## src/rtl/tod_alarm_pkg.sv

```systemverilog
// Shared constants and types for the time-of-day alarm block.
// Assumes: a 4-bit register address space and two alarm sets of four bytes.
package tod_alarm_pkg;
    localparam int NUM_ALARMS = 2;
    localparam int NUM_FIELDS = 4;
    localparam int FLD_SEC    = 0;
    localparam int FLD_MIN    = 1;
    localparam int FLD_HOUR   = 2;
    localparam int FLD_DDATE  = 3;
    localparam int ADDR_W     = 4;

    localparam logic [ADDR_W-1:0] ADDR_B_FIRST = 4'd4;
    localparam logic [ADDR_W-1:0] ADDR_B_LAST  = 4'd6;
    localparam logic [ADDR_W-1:0] ADDR_CTRL    = 4'd7;
    localparam logic [ADDR_W-1:0] ADDR_FLAGS   = 4'd8;

    typedef enum logic [1:0] {
        RATE_SLOW = 2'b00,
        RATE_4K   = 2'b01,
        RATE_8K   = 2'b10,
        RATE_32K  = 2'b11
    } rate_e;

    // Packed control byte: first member is the most significant bit.
    typedef struct packed {
        logic  batt_en;
        rate_e rate;
        logic  irq_mode;
        logic  en_b;
        logic  en_a;
    } ctrl_t;

    localparam ctrl_t CTRL_RESET = '{batt_en: 1'b0, rate: RATE_32K,
                                     irq_mode: 1'b0, en_b: 1'b0, en_a: 1'b0};

    typedef logic [NUM_FIELDS-1:0][7:0] alarm_set_t;
endpackage

```

## src/rtl/alarm_regs.sv

```systemverilog
// Register file: alarm bytes, control byte and the sticky flag byte.
// Assumes: alarm B seconds byte is never written and stays 8'h00, so the
// shared comparator forces alarm B to second 00.
module alarm_regs
    import tod_alarm_pkg::*;
(
    input  logic                  clk,
    input  logic                  rst_n,
    input  logic [ADDR_W-1:0]     addr,
    input  logic                  wr,
    input  logic [7:0]            wdata,
    input  logic [NUM_ALARMS-1:0] match_set,
    output alarm_set_t            alarm_q [NUM_ALARMS],
    output ctrl_t                 ctrl_q,
    output logic [NUM_ALARMS-1:0] flag_q,
    output logic [7:0]            rdata
);
    logic                  al_hit;
    logic                  al_idx;
    logic [1:0]            fld_idx;
    logic [NUM_ALARMS-1:0] flag_clr;
    logic [NUM_ALARMS-1:0] flag_nxt;

    // Decode an address into an alarm set and a field slot.
    always_comb begin
        al_hit  = 1'b0;
        al_idx  = 1'b0;
        fld_idx = 2'd0;
        if (addr < ADDR_B_FIRST) begin
            al_hit  = 1'b1;
            fld_idx = addr[1:0];
        end else if (addr <= ADDR_B_LAST) begin
            al_hit  = 1'b1;
            al_idx  = 1'b1;
            fld_idx = 2'(addr - 4'd3);
        end
    end

    // Next flag value: a strobe match wins over a clearing write.
    always_comb begin
        flag_clr = (wr && addr == ADDR_FLAGS) ? ~wdata[NUM_ALARMS-1:0] : '0;
        flag_nxt = (flag_q & ~flag_clr) | match_set;
    end

    // Register storage with synchronous reset.
    always_ff @(posedge clk) begin
        if (!rst_n) begin
            for (int a = 0; a < NUM_ALARMS; a++) alarm_q[a] <= '0;
            ctrl_q <= CTRL_RESET;
            flag_q <= '0;
        end else begin
            if (wr && al_hit) alarm_q[al_idx][fld_idx] <= wdata;
            if (wr && addr == ADDR_CTRL) ctrl_q <= ctrl_t'(wdata[5:0]);
            flag_q <= flag_nxt;
        end
    end

    // Combinational read mux.
    always_comb begin
        rdata = 8'h00;
        if (al_hit)                  rdata = alarm_q[al_idx][fld_idx];
        else if (addr == ADDR_CTRL)  rdata = {2'b00, ctrl_q};
        else if (addr == ADDR_FLAGS) rdata = {{(8-NUM_ALARMS){1'b0}}, flag_q};
    end
endmodule

```

## src/rtl/alarm_cmp.sv

```systemverilog
// Compares one alarm set with the current time. Bit 7 of each byte masks
// that field. Bit 6 of the day/date byte selects day-of-week over date.
// Assumes: alarm hours are entered in the same 12/24 mode as the clock.
module alarm_cmp
    import tod_alarm_pkg::*;
(
    input  alarm_set_t  al,
    input  logic [6:0]  cur_sec,
    input  logic [6:0]  cur_min,
    input  logic [6:0]  cur_hour,
    input  logic [5:0]  cur_dow,
    input  logic [5:0]  cur_date,
    output logic        hit
);
    logic sec_ok, min_ok, hour_ok, dd_ok;

    // Per-field match, each overridden by its mask bit.
    always_comb begin
        sec_ok  = al[FLD_SEC][7]  || (al[FLD_SEC][6:0]  == cur_sec);
        min_ok  = al[FLD_MIN][7]  || (al[FLD_MIN][6:0]  == cur_min);
        hour_ok = al[FLD_HOUR][7] || (al[FLD_HOUR][6:0] == cur_hour);
        dd_ok   = al[FLD_DDATE][7] ||
                  (al[FLD_DDATE][6] ? (al[FLD_DDATE][5:0] == cur_dow)
                                    : (al[FLD_DDATE][5:0] == cur_date));
        hit     = sec_ok && min_ok && hour_ok && dd_ok;
    end
endmodule

```

## src/rtl/sqw_div.sv

```systemverilog
// Free-running divider of the crystal half-period strobe, with a tap chosen
// by the rate code. Assumes DIV_W >= 5 so that the fixed fast taps exist.
module sqw_div
    import tod_alarm_pkg::*;
#(
    parameter int DIV_W = 16
) (
    input  logic  clk,
    input  logic  rst_n,
    input  logic  osc_stb,
    input  rate_e rate,
    output logic  wave
);
    localparam int TAP_32K  = 0;
    localparam int TAP_8K   = 2;
    localparam int TAP_4K   = 3;
    localparam int TAP_SLOW = DIV_W - 1;

    logic [DIV_W-1:0] cnt_q;

    // Count crystal strobes.
    always_ff @(posedge clk) begin
        if (!rst_n)       cnt_q <= '0;
        else if (osc_stb) cnt_q <= cnt_q + 1'b1;
    end

    // Pick the divider tap for the selected rate.
    always_comb begin
        unique case (rate)
            RATE_SLOW: wave = cnt_q[TAP_SLOW];
            RATE_4K:   wave = cnt_q[TAP_4K];
            RATE_8K:   wave = cnt_q[TAP_8K];
            default:   wave = cnt_q[TAP_32K];
        endcase
    end
endmodule

```

## src/rtl/tod_alarm_irq.sv

```systemverilog
// Top: two maskable alarms, sticky flags and one shared active-low output
// that carries either the alarm interrupt or a divided square wave.
// Assumes: time inputs are stable BCD whenever sec_tick is high.
module tod_alarm_irq
    import tod_alarm_pkg::*;
#(
    parameter int DIV_W = 16
) (
    input  logic        clk,
    input  logic        rst_n,
    input  logic        osc_stb,
    input  logic        sec_tick,
    input  logic [6:0]  cur_sec,
    input  logic [6:0]  cur_min,
    input  logic [6:0]  cur_hour,
    input  logic [5:0]  cur_dow,
    input  logic [5:0]  cur_date,
    input  logic        on_battery,
    input  logic [3:0]  reg_addr,
    input  logic        reg_wr,
    input  logic [7:0]  reg_wdata,
    output logic [7:0]  reg_rdata,
    output logic        irq_n
);
    alarm_set_t            alarm_q [NUM_ALARMS];
    ctrl_t                 ctrl_q;
    logic [NUM_ALARMS-1:0] flag_q;
    logic [NUM_ALARMS-1:0] hit;
    logic [NUM_ALARMS-1:0] match_set;
    logic                  wave;
    logic                  irq_mode_q;
    logic                  batt_en_q;
    logic                  pend;

    alarm_regs i_regs (
        .clk       (clk),
        .rst_n     (rst_n),
        .addr      (reg_addr),
        .wr        (reg_wr),
        .wdata     (reg_wdata),
        .match_set (match_set),
        .alarm_q   (alarm_q),
        .ctrl_q    (ctrl_q),
        .flag_q    (flag_q),
        .rdata     (reg_rdata)
    );

    for (genvar g = 0; g < NUM_ALARMS; g++) begin : g_cmp
        alarm_cmp i_cmp (
            .al       (alarm_q[g]),
            .cur_sec  (cur_sec),
            .cur_min  (cur_min),
            .cur_hour (cur_hour),
            .cur_dow  (cur_dow),
            .cur_date (cur_date),
            .hit      (hit[g])
        );
    end

    sqw_div #(.DIV_W(DIV_W)) i_sqw (
        .clk     (clk),
        .rst_n   (rst_n),
        .osc_stb (osc_stb),
        .rate    (ctrl_q.rate),
        .wave    (wave)
    );

    // Output selection: backup gating, then interrupt or wave mode.
    always_comb begin
        match_set  = hit & {NUM_ALARMS{sec_tick}};
        irq_mode_q = ctrl_q.irq_mode;
        batt_en_q  = ctrl_q.batt_en;
        pend       = (flag_q[0] && ctrl_q.en_a) || (flag_q[1] && ctrl_q.en_b);
        if (on_battery && !ctrl_q.batt_en) irq_n = 1'b1;
        else if (ctrl_q.irq_mode)           irq_n = !pend;
        else                                irq_n = wave;
    end
endmodule

```

## config.mk

```make
export PLATFORM = sky130hd
export DESIGN_NAME = tod_alarm_irq
export DESIGN_NICKNAME = d
export VERILOG_FILES = /design/src/rtl/tod_alarm_pkg.sv /design/src/rtl/alarm_regs.sv /design/src/rtl/alarm_cmp.sv /design/src/rtl/sqw_div.sv /design/src/rtl/tod_alarm_irq.sv
export SDC_FILE = /design/constraint.sdc
export NUM_CORES = 1
export LEC_CHECK = 0
export ABC_AREA = 1
export BUFFER_PORTS_ARGS = -buffer_cell sky130_fd_sc_hd__buf_2
export CAP_MARGIN = 15
export CORE_ASPECT_RATIO = 1.2
export CORE_MARGIN = 3
export CORE_UTILIZATION = 40
export CTS_CLUSTER_SIZE = 25
export DETAILED_ROUTE_END_ITERATION = 7
export GPL_ROUTABILITY_DRIVEN = 0
export PLACE_DENSITY = 0.58
export SLEW_MARGIN = 40
export SYNTH_ARGS = -nofsm -noshare
export SYNTH_HDL_FRONTEND = slang
export SYNTH_SLANG_ARGS = --single-unit
```

## constraint.sdc

```tcl
create_clock -name clk -period 1.6 [get_ports clk]
set_input_delay 0.24 -clock clk [delete_from_list [all_inputs] [get_ports clk]]
set_output_delay 0.24 -clock clk [all_outputs]
set_load 0.01 [all_outputs]
```

# Yosys cells after proc, flatten, opt, wreduce, memory -nomap -nowiden
# Index checks and enable logic that the tools add are counted.
# totals
register_bits	88
input_bits	51
wordCells	93
# classes
add_sub_neg	2
n_lt_le_gt_ge	6
n_eq_ne	14
mux	24
n_bitwise	6
n_reduce_logical	26
# ops
op	n
$mux 32	4
$bwmux 64	1
$eq 7x7->1	6
$demux 32 s1	1
$mux 8	4
$eq 6x6->1	4
$add 16x1->16 const B	1
$bmux 8 s2	1
$demux 8 s2	1
$logic_and 1x1->1	14
$logic_or 1x1->1	9
$mux 2	4
$mux 1	7
$and 2x2->2	2
$eq 4x3->1 const B	1
$eq 4x4->1 const B	1
$le 4x3->1 const B	1
$lt 4x3->1 const B	1
$not 2->2	2
$lt 2x3->1 const B	1
$pmux 1 s3	1
$eq 2x1->1 const B	1
$eq 2x2->1 const B	1
$ge 2x1->1 const B	1
other kinds (7)	8

# Longest topological paths before layout
# Gate-level depths: netlist (run 1).
# logic_depth
depth_word	10
ltp_mapped	12
ltp_nobuf	11

# Cells and area by module
# A second synthesis (run 1) with hierarchy kept.
# unflattened
hier_cells	941
hier_area_um2	5889.4
# modules_own_cells
mod	n_inst	cells_per_inst	area_per_inst_um2	seq_area_each_um2
alarm_regs	1	541	3698.5	1441.4
alarm_cmp	2	130	626.9	0.0
sqw_div	1	126	880.8	320.3
tod_alarm_irq	1	14	56.3	0.0

# Least setup slack after synthesis (run 1)
# OpenSTA, ideal clock, no wires.
# synth_path
path_type	in2reg
start	input port reg_addr[0]
end	register, netlist name i_regs.alarm_q[53]
setup_ns	0.119
arrival_time_ns	1.557
required_time_ns	1.481
setup_slack_ns	-0.076
path_stages	10
path_buffers	1
path_cell_list	inv_1 ha_1 inv_1 o22ai_4 inv_2 nor2_4 nand2_1 buf_2 o21ai_0 a21oi_1
# synth_via
elab_chain_len	10
word_cells_on_any_way	21
cone_classes	add/sub (1); order compare (6); mux (10); bitwise (1); reduce/logical (3)
# synth_rtl
item	line	text
from (decl)	tod_alarm_irq.sv:19	input logic [3:0] reg_addr,
$le 4x3->1 / $sub 2x2->2 (equally long branches)	alarm_regs.sv:32, alarm_regs.sv:35	
$mux 2	alarm_regs.sv:32	end else if (addr <= ADDR_B_LAST) begin
$mux 2	alarm_regs.sv:29	if (addr < ADDR_B_FIRST) begin
$lt 2x3->1 (not written as such) / $ge 2x1->1 (equally long branches)	alarm_regs.sv:52	if (wr && al_hit) alarm_q[al_idx][fld_idx] <= wdata;
$logic_and 1x1->1 (not written as such)	alarm_regs.sv:52	
$mux 8 (not written as such)	alarm_regs.sv:52	
$demux 8 s2	--	
$mux 32 (not written as such)	alarm_regs.sv:52	
$demux 32 s1	alarm_regs.sv:52	
$bwmux 64	alarm_regs.sv:52	
# Parallel ways exist; a longest one is shown, timed or not.
# A chain may end at the register's enable or synchronous reset.

# Final worst setup path (run 1)
# layout_path
start	input port reg_addr[3]
end	output port reg_rdata[7]
# layout_via
elab_chain_len	10
word_cells_on_any_way	14
cone_classes	order compare (2); mux (11); bitwise (1)
# layout_rtl
item	line	text
$le 4x3->1	alarm_regs.sv:32	
$mux 1	alarm_regs.sv:32	
$mux 1	alarm_regs.sv:29	
$not 1->2 (not written as such)	alarm_regs.sv:61	if (al_hit) rdata = alarm_q[al_idx][fld_idx];
$mux 32 (not written as such) (3 in a row)	alarm_regs.sv:61	
$bmux 8 s2	alarm_regs.sv:61	
$mux 8 (not written as such)	alarm_regs.sv:61	
$mux 8 (*)	alarm_regs.sv:61	
to (decl)	tod_alarm_irq.sv:22	output logic [7:0] reg_rdata,
# Every way passes the cells marked *; elsewhere a longest branch is shown, timed or not. The select of a mux whose other input is x is not followed.

==> results of run 1 <==
==> state kept, by name, indices dropped and copies added, names as in the netlist <==
register,count
i_regs.flag_q,2
i_sqw.cnt_q,16
i_regs.ctrl_q,6
i_regs.alarm_q,64
==> stage by stage <==
stage	setup slack (ns)	hold WS, ns
6_report	-0.250	0.227
4_1_cts	-0.267	0.220
3_5_place_dp	-0.405	0.460
5_1_grt	-0.380	0.266
2_1_floorplan	-0.00869	0.366
3_3_place_gp	-0.366	0.460
==> logic make-up after synthesis <==
family | after synthesis
adders and majority gates | 3
buffers and inverters | 148
and+or+nand+nor | 417
xor gates and xnor gates | 12
DFF | 88
AOI/OAI and AO/OA | 205
==> what timing repair did <==
item / 4_1_cts / 5_1_grt
cloned: 3 / 0
endpoints found under the setup margin: 8 / 12
pin swaps: 26 / 31
setup buffers: 7 / 4
gates resized for setup: 85 / 38
==> path summary, 6_finish.rpt <==
check	from	to	slack, ns	cells after the start
max reg2reg	i_regs.alarm_q[62]$_SDFFE_PN0P_	i_regs.flag_q[0]$_SDFF_PN0_	0.14	11
min	osc_stb	i_sqw.cnt_q[1]$_SDFFE_PN0P_	0.23	3
min reg2reg	i_sqw.cnt_q[7]$_SDFFE_PN0P_	i_sqw.cnt_q[7]$_SDFFE_PN0P_	0.46	2
max	reg_addr[3]	reg_rdata[7]	-0.25	10
==> per-layer routing <==
| metal | vias to the layer above | GRT usage, % | part of all wire, % |
|---|---|---|---|
| li1 | 2982 | - | - |
| met1 | 2565 | 29.7 | 45 |
| met2 | 105 | 39.4 | 48 |
| met3 | 35 | 3.29 | 3.7 |
| met4 | 0 | 10.1 | 3.8 |
| met5 | - | 0 | 0 |
==> layout make-up <==
| class | count | area [sq um] | share of cell area (%) |
|---|---|---|---|
| Clock buffer | 12 | 256 | 3.73 |
| Clock inverter | 3 | 65.1 | 0.946 |
| Inverter | 120 | 462 | 6.72 |
| Multi-Input combinational cell | 637 | 3100 | 45.1 |
| Sequential cell | 88 | 1770 | 25.8 |
| Tap cell | 164 | 205 | 2.98 |
| Timing Repair Buffer | 129 | 1010 | 14.7 |
==> worst min-delay path, cell delays in order <==
cell     delay (ns)
buf_2          0.12
o21ai_0        0.09
nor2_1         0.08
==> cell usage in the layout (no fill, tap or decap), types with 8 or more instances in the layout <==
cell	instances
o21ai_2	15
nor2_1	56
a21oi_1	77
clkbuf_16	9
buf_2	54
inv_2	8
inv_1	107
nand2_1	296
nand3_1	30
dfxtp_1	81
xor2_1	8
buf_4	53
o21ai_0	72
nand2_2	13
o21ai_1	27
buf_6	12
==> where the power goes <==
| part | internal, uW | switching [uW] | leakage, uW |
|---|---|---|---|
| combinational | 353 | 506 | 0.00231 |
| clock | 1440 | 873 | 0.000159 |
| sequential | 2240 | 32.9 | 0.000713 |
==> summary.txt, run 1 <==
Logic synthesis
  – Ys Warns: 0
  – Fraction of the mapped netlist area in compound gates: 20.5%
  – Post-Syn Nets: about 900
  – Post-synthesis register bit count: 88
  – Most common cell in the synthesized netlist: nand2_1
  – Seq/Total Area, Yosys: around 34%
  – Post-Syn Area per Cell: a little under 6 sq um
  – Main combinational cell family by area after synthesis: simple AND/OR/NAND/NOR gates
  – Synth Area in Simple Gates: a little under a third
  – Post-synth ARST share: 0%
  – XOR/XNOR share of the synthesized area: 2.02%
  – Ranking of synthesized cells by area: dfxtp_1 34%, nand2_1 22%, o21ai_0 10%, inv_1 8.2%, a21oi_1 8.0%
  – Top post-synthesis cells by count: 310 x nand2_1, 114 x inv_1, 107 x o21ai_0
  – Synth cell types: 29
  – Synth Instances: ~870
  – Post-synthesis adder-cell area fraction: less than 1%
  – Area share of the largest cell type after synthesis: about 34%
  – EDFF count, synth: 0
  – Prevailing post-synth register cell: dfxtp_1
  – Synthesized cell area: just over 5000 sq um
  – Post-synth top area cell: dfxtp_1
  – Mux contribution to synthesized area: 0%

STA
  – Final Setup Violations: 8
  – Unrepaired setup endpoints after global routing: yes
  – Slew HR: 76.4%
  – Slew @ Worst Pin: roughly 0.35 ns
  – Fraction of the cycle the final worst path needs: 116%
  – Final Max Slew Viols: 0
  – Fmax: roughly 0.54 GHz
  – Final setup margin: -0.250 ns
  – Fin. Hold Viols: 0
  – Fin crit period: roughly 1.8 ns
  – Fin Setup TNS: -1.83 ns
  – Setup Skew: 0.00419 ns

Floorplanning
  – Starting Density: 41.0%
  – Core box area: 12,700 sq um
  – Die area: between 10,000 and 15,000 sq um
  – Die height: 131 um
  – FP Rows: 45
  – Die Wd: about 110 um
  – Ports: 60

Place
  – Detailed Place HPWL: 11,700 um
  – DP Area: ~6000 sq um
  – # placed instances: about 1,100
  – Port buffer count: 59

Drt
  – DR DRC count: 0
  – Via count: 5,687
  – Routed Antenna Nets: 0
  – DR iter-0 viols: between 300 and 400
  – Wire per inst: approximately 14 um
  – Post-Route WL: ~16,000 um
  – Number of detailed-route iterations in the first pass: 4
  – Drt via density: between 4 and 5

Final layout
  – Core Util, Final: between 50% and 60%
  – Post-Layout Inst Area: slightly below 7000 sq um
  – # diodes: 0
  – Share of post-route cells with drive strength above 1: ~22%
  – Post-Layout Cell Count: roughly 1,200
  – Fillcell total: 1,344
  – Area delta synth->final: 32.3%
  – Fin nets: 1,039

Worst hold path
  – HP Class: input port to flop

Clock tree
  – Clock latency on the worst-skew pair: approximately 0.34 ns
  – CTS Sinks: 88
  – CTS clk-pin slew, worst paths: 0.06 ns
  – Hold buffers post-CTS: 0
  – H-Tree Depth: 3
  – Root buffer cell: clkbuf_16
  – Bufs on Longest Clock Path: 2
  – TritonCTS Buffers: 9
  – CTS tree: built

Power and ir drop
  – Power Dens Cells: about 790 nW/um^2
  – Leak: 0.00318 uW
  – Highest ir drop seen on vdd: around 0.5 mV
  – Total power: ~5400 uW

Worst setup path
  – Critical path endpoint category: output port
  – Worst path bufs/invs: 4
  – CP Launch Type: input port
  – Max FO, Critical Path: 8
  – WP data arrival: 1.61 ns
  – Crit-path cells: buf_6, nor2_4, nand2_8, o22ai_4, buf_6, nor2_4, inv_1, a21oi_1, nor3_2, buf_2
  – CP max stage cell: o22ai_4
  – Setup CP Type: input port to output port
  – CP Data Required Time: between 1 and 1.5 ns
  – Crit path max-delay family: simple AND/OR/NAND/NOR gates
  – Worst path max stage delay: between 0.2 and 0.25 ns

Global routing
  – Vias in the first global route: 5,233
  – First-pass GRT wire length: ~26,000 um
  – Gr ovfl total: 0
  – Global-route usage over all layers: approximately a quarter
  – Initial antenna violation count: 0
  – Largest net degree at the start of global routing: 37

Outcome
  – Failing checks: negative setup slack
  – Status: complete, but fails checks

Run
  – Max cap viols: 0
Note: power is estimated with default switching activity, not from simulation.
==> run 2: changes to the inputs <==
--- a/config.mk
+++ b/config.mk
@@ -6,7 +6,7 @@
 export NUM_CORES = 1
 export LEC_CHECK = 0
 export ABC_AREA = 1
-export BUFFER_PORTS_ARGS = -buffer_cell sky130_fd_sc_hd__buf_2
+export BUFFER_PORTS_ARGS = -buffer_cell sky130_fd_sc_hd__clkbuf_2
 export CAP_MARGIN = 15
 export CORE_ASPECT_RATIO = 1.2
 export CORE_MARGIN = 3
==> summary.txt, run 2 (synthesis gave the netlist of run 1 again) <==
Worst hold path
  – HP Class: input port to flop (unchanged)
  – Worst Hold Path EP: i_sqw.cnt_q[2]$_SDFFE_PN0P_ (was i_sqw.cnt_q[1]$_SDFFE_PN0P_)
  – Min-delay src: osc_stb (unchanged)
  – Hold Crit Depth: 3 (unchanged)

Worst setup path
  – Worst path max stage delay: 0.18 ns (was 0.24 ns)
  – Critical path endpoint category: output port (unchanged)
  – Worst R2R Start: i_regs.alarm_q[62]$_SDFFE_PN0P_ (unchanged)
  – Worst flop-to-flop path endpoint: i_regs.flag_q[0]$_SDFF_PN0_ (unchanged)
  – Flop2flop setup slack: 0.15 ns (was 0.14 ns)
  – Worst path bufs/invs: 5 (was 4)
  – Max FO, Critical Path: 27 (was 8)
  – Crit path max-delay family: buffers and inverters (was simple AND/OR/NAND/NOR gates)
  – Crit-path cells: buf_8, nor2_4, nand2_4, buf_12, buf_4, nand2_1, o21ai_0, nand2_1, nand3_1, nor3_2, buf_4, buf_4 (was buf_6, nor2_4, nand2_8, o22ai_4, buf_6, nor2_4, inv_1, a21oi_1, nor3_2, buf_2)
  – Path depth of the worst reg2reg path: 11 (unchanged)
  – Cell mode on critical path: buf_4
  – CP max stage cell: buf_12 (was o22ai_4)
  – CP Launch Type: input port (unchanged)
  – CP Data Required Time: 1.36 ns (about the same)
  – Setup CP Type: input port to output port (unchanged)
  – WP data arrival: 1.62 ns (was 1.61 ns)

STA
  – Fin. Hold Viols: 0 (unchanged)
  – Fin crit period: 1.86 ns (was 1.85 ns)
  – Setup Skew: 0.00434 ns (was 0.00419 ns)
  – Slew @ Worst Pin: 0.342 ns (was 0.352 ns)
  – Final setup margin: -0.256 ns (was -0.250 ns)
  – Fin Setup TNS: -1.61 ns (was -1.83 ns)
  – Final hold slack: 0.253 ns (was 0.227 ns)
  – Final Max Slew Viols: 0 (unchanged)
  – Unrepaired setup endpoints after global routing: yes (unchanged)
  – Fraction of the cycle the final worst path needs: 116% (about the same)
  – Final Setup Violations: 8 (unchanged)
  – Fmax: 0.539 GHz (was 0.541 GHz)
  – Slew HR: 77.1% (was 76.4%)

Drt
  – DR iter-0 viols: 273 (was 309)
  – Post-Route WL: 15,900 um (was 16,200 um)
  – Number of detailed-route iterations in the first pass: 5 (was 4)
  – DR DRC count: 0 (unchanged)
  – Wire per inst: 13.6 um (was 14.1 um)
  – Drt via density: 4.79 (was 4.93)
  – Via count: 5,587 (was 5,687)
  – Routed Antenna Nets: 0 (unchanged)

Floorplanning
  – Ports: 60 (unchanged)
  – Die area: 14,400 sq um (unchanged)
  – FP Rows: 45 (unchanged)
  – Core box area: 12,700 sq um (unchanged)
  – Die height: 131 um (unchanged)
  – Die Wd: 110 um (unchanged)
  – Starting Density: 41.0% (unchanged)

Final layout
  – Commonest non-fill, non-tap cell in the layout: nand2_1 (unchanged)
  – Fillcell total: 1,358 (was 1,344)
  – Share of post-route cells with drive strength above 1: 20.8% (was 22.0%)
  – Most flops, register: i_regs.alarm_q (unchanged)
  – Commonest non-fill, non-tap cells in the layout: 303 x nand2_1, 106 x inv_1, 83 x o21ai_0, 82 x dfxtp_1, 77 x a21oi_1 (was 296 x nand2_1, 107 x inv_1, 81 x dfxtp_1, 77 x a21oi_1, 72 x o21ai_0)
  – Post-Layout Cell Count: 1,166 (was 1,153)
  – Top Registers: i_regs.alarm_q (64), i_sqw.cnt_q (16), i_regs.ctrl_q (6) (unchanged)
  – Fin nets: 1,051 (was 1,039)
  – # diodes: 0 (unchanged)
  – Max reg flops: 64 (unchanged)
  – Area delta synth->final: 31.1% (was 32.3%)

Global routing
  – Vias in the first global route: 5,047 (was 5,233)
  – First-pass GRT wire length: 24,700 um (was 25,900 um)
  – Largest net degree at the start of global routing: 33 (was 37)
  – Global-route usage over all layers: 22.3% (was 23.4%)
  – Initial antenna violation count: 0 (unchanged)
  – Gr ovfl total: 0 (unchanged)

Outcome
  – Failing checks: negative setup slack (unchanged)
  – Status: complete, but fails checks (unchanged)

Clock tree
  – TritonCTS Buffers: 9 (unchanged)
  – H-Tree Depth: 3 (unchanged)
  – CTS tree: built (unchanged)
  – Clock latency on the worst-skew pair: 0.34 ns (about the same)
  – CTS Sinks: 88 (unchanged)
  – Root buffer cell: clkbuf_16 (unchanged)
  – CTS clk-pin slew, worst paths: 0.06 ns (about the same)
  – Bufs on Longest Clock Path: 2 (unchanged)

Place
  – Post-Place Worst Slack: -0.336 ns (was -0.405 ns)
  – Detailed Place HPWL: 11,900 um (was 11,700 um)
  – Port buffer count: 59 (unchanged)
  – # placed instances: 1,133 (was 1,129)

Power and ir drop
  – Leak: 0.00316 uW (was 0.00318 uW)
  – Power Dens Cells: 753 nW/um^2 (was 792 nW/um^2)
  – Highest ir drop seen on vdd: 0.453 mV (was 0.498 mV)

Run
  – Max cap viols: 0 (unchanged)
run 2: worst max path at each step:
stage,startpoint,end,slack (ns),depth (start not counted)
after CTS,reg_addr[3],reg_rdata[7],-0.24,13
after floorplan,reg_addr[1],i_regs.alarm_q[62]$_SDFFE_PN0P_,-0.009,10
after global placement,reg_addr[1],reg_rdata[3],-0.35,11
final,reg_addr[3],reg_rdata[7],-0.26,12
after global routing,reg_addr[2],reg_rdata[7],-0.34,13
after detailed placement,reg_addr[1],reg_rdata[4],-0.34,11
run 2: layer usage:
metal | share of wire [%] | routed length (um) | global-route usage [%] | up-vias
met2 | 49 | 7800 | 39.4 | 98
met4 | 2.4 | 378 | 6.38 | 0
li1 | - | - | - | 3004
met3 | 3.9 | 626 | 3.14 | 26
met1 | 44 | 7050 | 28.2 | 2459
met5 | 0 | 0 | 0 | -
run 2: cell type report:
cell class	count	area (sq um)	share of cell area, %
Clock buffer	14	274	4.02
Clock inverter	2	12.5	0.184
Inverter	120	483	7.09
Multi-Input combinational cell	637	3030	44.5
Sequential cell	88	1770	26.0
Tap cell	164	205	3.01
Timing Repair Buffer	141	1040	15.3
run 2: stage by stage:
stage,util [%],area (sq um),power [uW]
finish,53.8,6820,5130
global route,53.8,6820,5380
CTS,52.2,6610,5140
detailed placement,48.3,6120,3050
global placement,48.3,6120,3050
floorplan,-,5220,2720
run 2: worst reg2reg max path, stage by stage (launching register included):
cell and delay [ns]:
dfxtp_2 0.35, clkinvlp_4 0.17, buf_6 0.17, nand2_1 0.07
nand3_1 0.07, nand2_1 0.07, nand2_1 0.05, inv_1 0.06
nand3_1 0.10, nand2_1 0.10, nand3_1 0.08, a21oi_1 0.12
run 2: report_power, final:
group          switching [uW]  internal (uW)  leakage [uW]
Combinational             493            351       0.00231
Clock                     840           1180      0.000139
Sequential               32.9           2240      0.000712
run 2: what timing repair did:
item                                    4_1_cts  5_1_grt
hold buffers                                  0        0
pin swaps                                    10       10
cloned                                        0        0
gates resized for setup                      43       55
endpoints found under the setup margin        8       37
buffers inserted                              7       10
